===== src/rtl/eth_dma_regs_pkg.sv =====
package eth_dma_regs_pkg;

   typedef enum logic [1:0] {
      ACC_RW  = 2'd0,
      ACC_RO  = 2'd1,
      ACC_WO  = 2'd2,
      ACC_W1C = 2'd3
   } acc_e;

   // word indices (byte offset / 4)
   localparam int unsigned W_EVENT  = 0;
   localparam int unsigned W_MASK   = 1;
   localparam int unsigned W_TXSTAT = 2;
   localparam int unsigned W_RXSTAT = 3;
   localparam int unsigned W_TXBASE = 8;
   localparam int unsigned W_TXPTR  = 16;
   localparam int unsigned W_RXBASE = 24;
   localparam int unsigned W_RXPTR  = 32;
   localparam int unsigned W_GEN    = 40;

   // highest halt flag position in each status word; ring i sits at TOP - i
   localparam int unsigned TX_FLAG_TOP = 31;
   localparam int unsigned RX_FLAG_TOP = 23;

endpackage


===== src/rtl/dma_irq_unit.sv =====
module dma_irq_unit #(
   parameter int unsigned     DW       = 32,
   parameter logic [DW-1:0]   TX_GRP   = '0,
   parameter logic [DW-1:0]   RX_GRP   = '0,
   parameter logic [DW-1:0]   ERR_GRP  = '0,
   parameter logic [DW-1:0]   MASK_RST = '0
) (
   input  logic          clk,
   input  logic          rst_n,
   input  logic          evt_wr,
   input  logic          mask_wr,
   input  logic [DW-1:0] wdata,
   input  logic [DW-1:0] evt_set,
   output logic [DW-1:0] evt_q,
   output logic [DW-1:0] mask_q,
   output logic          irq_tx,
   output logic          irq_rx,
   output logic          irq_err
);
   logic [DW-1:0] clr;
   logic [DW-1:0] active;

   assign clr = evt_wr ? wdata : '0;

   always_ff @(posedge clk or negedge rst_n) begin
      if (!rst_n) begin
         evt_q  <= '0;
         mask_q <= MASK_RST;
      end else begin
         evt_q <= (evt_q & ~clr) | evt_set;
         if (mask_wr) mask_q <= wdata;
      end
   end

   assign active  = evt_q & mask_q;
   assign irq_tx  = |(active & TX_GRP);
   assign irq_rx  = |(active & RX_GRP);
   assign irq_err = |(active & ERR_GRP);
endmodule


===== src/rtl/dma_halt_status.sv =====
module dma_halt_status #(
   parameter int unsigned DW      = 32,
   parameter int unsigned NR      = 8,
   parameter int unsigned TOP_BIT = 31,
   parameter bit          GATE    = 1'b0   // 1: restart only when flag reads 0
) (
   input  logic          clk,
   input  logic          rst_n,
   input  logic          wr,
   input  logic [DW-1:0] wdata,
   input  logic [NR-1:0] halt_set,
   output logic [DW-1:0] stat_q,
   output logic [NR-1:0] restart_q
);
   logic [NR-1:0] flag_q;
   logic [NR-1:0] clr;
   logic [NR-1:0] req;
   logic          unused_wdata;

   if (TOP_BIT >= DW || TOP_BIT + 1 < NR) begin : g_bad_top
      $error("dma_halt_status: flag field does not fit the word");
   end

   assign unused_wdata = ^wdata;

   for (genvar i = 0; i < NR; i++) begin : g_ring
      assign clr[i] = wr & wdata[TOP_BIT-i];
      if (GATE) begin : g_gated
         assign req[i] = clr[i] & ~flag_q[i];
      end else begin : g_plain
         assign req[i] = clr[i];
      end
   end

   always_ff @(posedge clk or negedge rst_n) begin
      if (!rst_n) begin
         flag_q    <= '0;
         restart_q <= '0;
      end else begin
         flag_q    <= halt_set | (flag_q & ~clr);
         restart_q <= req;
      end
   end

   always_comb begin
      stat_q = '0;
      for (int i = 0; i < int'(NR); i++) stat_q[TOP_BIT-i] = flag_q[i];
   end
endmodule


===== src/rtl/dma_ring_ptrs.sv =====
module dma_ring_ptrs #(
   parameter int unsigned DW     = 32,
   parameter int unsigned NR     = 8,
   parameter int unsigned ALIGN  = 3,
   parameter int unsigned RIDX_W = (NR > 1) ? $clog2(NR) : 1
) (
   input  logic             clk,
   input  logic             rst_n,
   input  logic [NR-1:0]    base_wr,
   input  logic [NR-1:0]    ptr_wr,
   input  logic [DW-1:0]    wdata,
   input  logic             upd_en,
   input  logic [RIDX_W-1:0] upd_ring,
   input  logic [DW-1:0]    upd_val,
   output logic [NR*DW-1:0] base_flat,
   output logic [NR*DW-1:0] ptr_flat
);
   logic [DW-1:0] aligned;

   assign aligned = {wdata[DW-1:ALIGN], {ALIGN{1'b0}}};

   for (genvar n = 0; n < NR; n++) begin : g_ring
      logic hit;
      assign hit = upd_en && (upd_ring == RIDX_W'(n));

      always_ff @(posedge clk or negedge rst_n) begin
         if (!rst_n) begin
            base_flat[n*DW +: DW] <= '0;
            ptr_flat[n*DW +: DW]  <= '0;
         end else begin
            if (base_wr[n]) base_flat[n*DW +: DW] <= aligned;
            if (hit)             ptr_flat[n*DW +: DW] <= upd_val;
            else if (base_wr[n]) ptr_flat[n*DW +: DW] <= aligned;
            else if (ptr_wr[n])  ptr_flat[n*DW +: DW] <= wdata;
         end
      end
   end
endmodule


===== src/rtl/dma_generic_regs.sv =====
module dma_generic_regs
   import eth_dma_regs_pkg::*;
#(
   parameter int unsigned          DW        = 32,
   parameter int unsigned          NG        = 8,
   parameter logic [2*NG-1:0]      ACC_TABLE = '0,
   parameter logic [DW*NG-1:0]     RST_TABLE = '0
) (
   input  logic             clk,
   input  logic             rst_n,
   input  logic [NG-1:0]    wr,
   input  logic [DW-1:0]    wdata,
   output logic [NG*DW-1:0] rd_flat
);
   logic unused_in;
   assign unused_in = ^{wr, wdata};

   for (genvar g = 0; g < NG; g++) begin : g_reg
      localparam acc_e          ACC = acc_e'(ACC_TABLE[2*g +: 2]);
      localparam logic [DW-1:0] RST = RST_TABLE[g*DW +: DW];
      logic [DW-1:0] q;

      if (ACC == ACC_RO) begin : g_ro
         assign q = RST;
      end else begin : g_stored
         always_ff @(posedge clk or negedge rst_n) begin
            if (!rst_n)     q <= RST;
            else if (wr[g]) q <= (ACC == ACC_W1C) ? (q & ~wdata) : wdata;
         end
      end

      if (ACC == ACC_WO) begin : g_hide
         assign rd_flat[g*DW +: DW] = '0;
      end else begin : g_show
         assign rd_flat[g*DW +: DW] = q;
      end
   end
endmodule


===== src/rtl/eth_dma_regfile.sv =====
module eth_dma_regfile
   import eth_dma_regs_pkg::*;
#(
   parameter int unsigned       ADDR_W    = 8,
   parameter int unsigned       DW        = 32,
   parameter int unsigned       NUM_RINGS = 8,
   parameter int unsigned       NUM_GEN   = 8,
   parameter logic [DW-1:0]     TX_GRP    = 32'h0000_00FF,
   parameter logic [DW-1:0]     RX_GRP    = 32'h0000_FF00,
   parameter logic [DW-1:0]     ERR_GRP   = 32'hFFFF_0000,
   parameter logic [DW-1:0]     MASK_RST  = '0,
   parameter logic [2*NUM_GEN-1:0]  GEN_ACC = 16'hE4E4,
   parameter logic [DW*NUM_GEN-1:0] GEN_RST = {32'h8888_8888, 32'h7777_7777,
                                               32'h6666_6666, 32'h5555_5555,
                                               32'h4444_4444, 32'h3333_3333,
                                               32'h2222_2222, 32'h1111_1111},
   localparam int unsigned      RIDX_W    = (NUM_RINGS > 1) ? $clog2(NUM_RINGS) : 1
) (
   input  logic                 clk,
   input  logic                 rst_n,
   input  logic [ADDR_W-1:0]    bus_addr,
   input  logic                 bus_wr,
   input  logic [DW-1:0]        bus_wdata,
   output logic [DW-1:0]        bus_rdata,
   input  logic [DW-1:0]        evt_set,
   input  logic [NUM_RINGS-1:0] tx_halt_set,
   input  logic [NUM_RINGS-1:0] rx_halt_set,
   input  logic                 tx_upd_en,
   input  logic [RIDX_W-1:0]    tx_upd_ring,
   input  logic [DW-1:0]        tx_upd_val,
   input  logic                 rx_upd_en,
   input  logic [RIDX_W-1:0]    rx_upd_ring,
   input  logic [DW-1:0]        rx_upd_val,
   output logic                 irq_tx,
   output logic                 irq_rx,
   output logic                 irq_err,
   output logic [NUM_RINGS-1:0] tx_restart,
   output logic [NUM_RINGS-1:0] rx_restart
);
   localparam int unsigned WA_W = ADDR_W - 2;

   if (DW != 32) begin : g_bad_dw
      $error("eth_dma_regfile: status layout needs 32-bit words");
   end
   if (NUM_RINGS < 1 || NUM_RINGS > 8) begin : g_bad_rings
      $error("eth_dma_regfile: NUM_RINGS must be 1..8");
   end
   if (W_GEN + NUM_GEN > (1 << WA_W)) begin : g_bad_addr
      $error("eth_dma_regfile: ADDR_W too small for the map");
   end

   logic [WA_W-1:0]          word;
   logic                     unused_lsb;
   logic [DW-1:0]            evt_q, mask_q, tx_stat_q, rx_stat_q;
   logic [NUM_RINGS-1:0]     tx_base_wr, tx_ptr_wr, rx_base_wr, rx_ptr_wr;
   logic [NUM_RINGS*DW-1:0]  tx_base_flat, tx_ptr_flat, rx_base_flat, rx_ptr_flat;
   logic [NUM_GEN-1:0]       gen_wr;
   logic [NUM_GEN*DW-1:0]    gen_rd_flat;

   assign word       = bus_addr[ADDR_W-1:2];
   assign unused_lsb = ^bus_addr[1:0];

   for (genvar n = 0; n < NUM_RINGS; n++) begin : g_dec
      assign tx_base_wr[n] = bus_wr && (word == WA_W'(W_TXBASE + n));
      assign tx_ptr_wr[n]  = bus_wr && (word == WA_W'(W_TXPTR + n));
      assign rx_base_wr[n] = bus_wr && (word == WA_W'(W_RXBASE + n));
      assign rx_ptr_wr[n]  = bus_wr && (word == WA_W'(W_RXPTR + n));
   end
   for (genvar g = 0; g < NUM_GEN; g++) begin : g_gdec
      assign gen_wr[g] = bus_wr && (word == WA_W'(W_GEN + g));
   end

   dma_irq_unit #(.DW(DW), .TX_GRP(TX_GRP), .RX_GRP(RX_GRP),
                  .ERR_GRP(ERR_GRP), .MASK_RST(MASK_RST)) u_irq (
      .clk, .rst_n,
      .evt_wr (bus_wr && (word == WA_W'(W_EVENT))),
      .mask_wr(bus_wr && (word == WA_W'(W_MASK))),
      .wdata  (bus_wdata),
      .evt_set,
      .evt_q, .mask_q, .irq_tx, .irq_rx, .irq_err
   );

   dma_halt_status #(.DW(DW), .NR(NUM_RINGS), .TOP_BIT(TX_FLAG_TOP), .GATE(1'b0)) u_tx_halt (
      .clk, .rst_n,
      .wr(bus_wr && (word == WA_W'(W_TXSTAT))), .wdata(bus_wdata),
      .halt_set(tx_halt_set), .stat_q(tx_stat_q), .restart_q(tx_restart)
   );

   dma_halt_status #(.DW(DW), .NR(NUM_RINGS), .TOP_BIT(RX_FLAG_TOP), .GATE(1'b1)) u_rx_halt (
      .clk, .rst_n,
      .wr(bus_wr && (word == WA_W'(W_RXSTAT))), .wdata(bus_wdata),
      .halt_set(rx_halt_set), .stat_q(rx_stat_q), .restart_q(rx_restart)
   );

   dma_ring_ptrs #(.DW(DW), .NR(NUM_RINGS), .RIDX_W(RIDX_W)) u_tx_ring (
      .clk, .rst_n, .base_wr(tx_base_wr), .ptr_wr(tx_ptr_wr), .wdata(bus_wdata),
      .upd_en(tx_upd_en), .upd_ring(tx_upd_ring), .upd_val(tx_upd_val),
      .base_flat(tx_base_flat), .ptr_flat(tx_ptr_flat)
   );

   dma_ring_ptrs #(.DW(DW), .NR(NUM_RINGS), .RIDX_W(RIDX_W)) u_rx_ring (
      .clk, .rst_n, .base_wr(rx_base_wr), .ptr_wr(rx_ptr_wr), .wdata(bus_wdata),
      .upd_en(rx_upd_en), .upd_ring(rx_upd_ring), .upd_val(rx_upd_val),
      .base_flat(rx_base_flat), .ptr_flat(rx_ptr_flat)
   );

   dma_generic_regs #(.DW(DW), .NG(NUM_GEN), .ACC_TABLE(GEN_ACC), .RST_TABLE(GEN_RST)) u_gen (
      .clk, .rst_n, .wr(gen_wr), .wdata(bus_wdata), .rd_flat(gen_rd_flat)
   );

   always_comb begin
      bus_rdata = '0;
      if (word == WA_W'(W_EVENT))  bus_rdata = evt_q;
      if (word == WA_W'(W_MASK))   bus_rdata = mask_q;
      if (word == WA_W'(W_TXSTAT)) bus_rdata = tx_stat_q;
      if (word == WA_W'(W_RXSTAT)) bus_rdata = rx_stat_q;
      for (int i = 0; i < int'(NUM_RINGS); i++) begin
         if (word == WA_W'(W_TXBASE + i)) bus_rdata = tx_base_flat[i*DW +: DW];
         if (word == WA_W'(W_TXPTR + i))  bus_rdata = tx_ptr_flat[i*DW +: DW];
         if (word == WA_W'(W_RXBASE + i)) bus_rdata = rx_base_flat[i*DW +: DW];
         if (word == WA_W'(W_RXPTR + i))  bus_rdata = rx_ptr_flat[i*DW +: DW];
      end
      for (int g = 0; g < int'(NUM_GEN); g++) begin
         if (word == WA_W'(W_GEN + g)) bus_rdata = gen_rd_flat[g*DW +: DW];
      end
   end
endmodule


===== config.mk =====
export PLATFORM = sky130hd
export DESIGN_NAME = eth_dma_regfile
export DESIGN_NICKNAME = d
export VERILOG_FILES = /design/src/rtl/eth_dma_regs_pkg.sv /design/src/rtl/dma_irq_unit.sv /design/src/rtl/dma_halt_status.sv /design/src/rtl/dma_ring_ptrs.sv /design/src/rtl/dma_generic_regs.sv /design/src/rtl/eth_dma_regfile.sv
export SDC_FILE = /design/constraint.sdc
export NUM_CORES = 2
export LEC_CHECK = 0
export BUFFER_PORTS_ARGS = -buffer_cell sky130_fd_sc_hd__buf_4
export CAP_MARGIN = 10
export CORE_ASPECT_RATIO = 0.7
export CORE_MARGIN = 4
export CORE_UTILIZATION = 60
export DETAILED_ROUTE_END_ITERATION = 12
export GPL_ROUTABILITY_DRIVEN = 0
export PLACE_DENSITY_LB_ADDON = 0.05
export SYNTH_ARGS = -nofsm -noshare
export SYNTH_HDL_FRONTEND = slang
export SYNTH_HIERARCHICAL = 1
export SYNTH_SLANG_ARGS = --single-unit

===== constraint.sdc =====
create_clock -name clk -period 3.35 [get_ports clk]
set_clock_uncertainty 0.15 [all_clocks]
set_input_delay 0.5025 -clock clk [delete_from_list [all_inputs] [get_ports clk]]
set_output_delay 0.5025 -clock clk [all_outputs]
set_load 0.005 [all_outputs]

==> results.toml <==
[run_status]
status = "finished with violations"
violations = "negative setup slack"

[die]
die_w_um = 392
die-area_um2 = 109000
rows = 98
start_util_pct = 60.6
ios = 214
die_h_um = 277
core_area_um2 = 102000

[power_and_ir_drop]
power.density_nw_per_um2 = 495
vdd_drop_max_mv = 0.495
power.leakage_nw = 36.2

[detailed_routing]
wl_um = 241000
ant_nets = 0
route.detailed.drc = 0
via_count = 53334
wl_per_cell_um = 30.7
drt-pass1-iter-count = 10
via_per_inst = 6.81
dr.first_iter.drc_count = 7583

[logic_synthesis]
yosys_warnings = 6
syn_area_per_cell_um2 = 10.7
syn_area_um2 = 62000
syn_inst = 5777

[cts]
cts_sinks = 1200
cts_tree = "done"
cts_buffers = 115
clk_pin_slew_ns = 0.07
htreeDepth = 3
clk_path_buf_depth = 3
clk_latency_ns = 0.72
cts_root_buf = "clkbuf_16"

[layout]
drive_gt1_share_pct = 32.9
fillers = 7036
fin_nets = 6542
area_delta_synth_final_pct = 23.4
postLayoutCoreUtil_pct = 74.8
fin_cells = 7829

[timing]
min_period_over_period_pct = 121
whs_ns = 0.104
setup_violations = 32
fin_setup_tns_ns = -17.13
slew_viol_final = 0
max_slew.worst_pin.slew_ns = 1.11
period_minus_slack_ns = 4.07
final-hold-violation-count = 0
fin_ws_ns = -0.716
relSlewSlack_pct = 25.9
max_freq_ghz = 0.246
rsz0062_at_grt = "yes"

[critical_path]
worst_ep_required_time_ns = 2.70
path_buf_inv = 7
arrival_ns = 3.41
end_kind = "output pin"
cpMostUsedCell = "buf_6"
critPathLaunchType = "input port"
crit_path_max_incr_delay_ns = 0.50
cp_max_fo = 4
crit_chain = "buf_12, buf_6, or3b_4, a2111oi_4, buf_6, buf_6, nor4_1, a2111oi_4, buf_4, nor4_4, a211oi_4, buf_6, o21ai_4, buf_6"
worstSetupPathType = "input port to output pin"
path_delay_family = "compound AO/OA/AOI/OAI gates"
worst_path_max_delay_cell = "a2111oi_4"

[place]
portBuffers = 211
dp_cells = 7429
place_hpwl_um = 162000

[hold_path]
hold_class = "input port to flop"

[grt]
grt_pass1_wl_um = 349000
antenna_found_initial = 9
grt_pass1_vias = 50694
grt_max_degree = 100
grt_use_total_pct = 43.0
grt_overflow = 0

[job]
max-cap-violations = 0
timing repair:
item | CTS | global route
hold buffers | 113 | 0
setup endpoints to repair | 32 | 32
cloned | 2 | 0
gates resized for setup | 292 | 175
hold endpoints to repair | 603 | 0
setup buffers | 45 | 38
pin swaps | 123 | 110
final timing paths:
path                            slack (ns)                              endpoint                          startpoint  depth (start not counted)
worst max-delay path                 -0.72                         bus_rdata[19]                         bus_addr[2]                         14
worst min-delay path                  0.10      u_rx_halt/restart_q[5]$_DFF_PN0_                       bus_wdata[18]                          3
worst max register to register        2.26    u_tx_ring/ptr_flat[31]$_DFFE_PN0P_  u_tx_ring/ptr_flat[31]$_DFFE_PN0P_                          2
worst min register to register        0.33      u_gen/g_reg[3].q[18]$_DFFE_PN1P_    u_gen/g_reg[3].q[18]$_DFFE_PN1P_                          1
max in group asynchronous             1.69  u_rx_ring/base_flat[108]$_DFFE_PN0P_                               rst_n                          4
min in group asynchronous             0.24    u_rx_ring/ptr_flat[59]$_DFFE_PN0P_                               rst_n                          2
worst reg2reg max path, cell delays in order (launching register included):
cell and delay [ns]:
dfrtp_1 0.41, mux2i_1 0.21, o21ai_0 0.15
metal layers:
layer	wire, um	track usage [%]	share of wire (%)	vias to the layer above
met3	39900	18.7	17	609
met4	7600	11.7	3.2	16
met5	314	0.621	0.13	-
met2	96000	57.1	40	4115
met1	97000	63.6	40	26707
li1	-	-	-	21887
registers in the layout (all words and copies together) (netlist names), 32 cells and up:
| register | count |
|---|---|
| u_irq/mask_q | 32 |
| u_tx_ring/ptr_flat | 256 |
| u_gen/g.q | 128 |
| u_tx_ring/base_flat | 232 |
| u_irq/evt_q | 32 |
| u_rx_ring/base_flat | 232 |
| u_rx_ring/ptr_flat | 256 |
cell type report:
class	count	area (um2)	area share [%]
Timing Repair Buffer	1076	10200	13.4
Multi-Input combinational cell	3972	30600	40.0
Sequential cell	1200	30100	39.3
Antenna cell	4	10.0	0.0131
Clock buffer	166	3330	4.35
Clock inverter	47	514	0.672
Inverter	14	52.6	0.0687
Tap cell	1350	1690	2.21
stage by stage:
| stage | area (um2) | setup slack, ns | power, mW |
|---|---|---|---|
| global placement | 68400 | -1.68 | 23.4 |
| floorplan | 62900 | 0.145 | 21.1 |
| detailed placement | 68400 | -1.36 | 23.7 |
| CTS | 75500 | -0.660 | 37.4 |
| global route | 76500 | -0.702 | 39.1 |
| finish | 76500 | -0.716 | 37.9 |
cell usage in the layout (no fill, tap or decap), types with 121 or more instances in the layout:
| cell | n |
|---|---|
| dfrtp_1 | 1156 |
| buf_4 | 759 |
| nand2_1 | 597 |
| mux2i_1 | 519 |
| o21ai_0 | 504 |
| mux2_2 | 493 |
| conb_1 | 224 |
| a22oi_1 | 166 |
| o22ai_1 | 158 |
| nand3_1 | 146 |
| buf_12 | 121 |
power breakdown:
part / switching (mW) / internal (mW)
clock: 5.97 / 7.60
combinational: 3.29 / 2.79
sequential: 1.46 / 16.8
total: 10.7 / 27.1
Power figures use the tool's default switching activity.
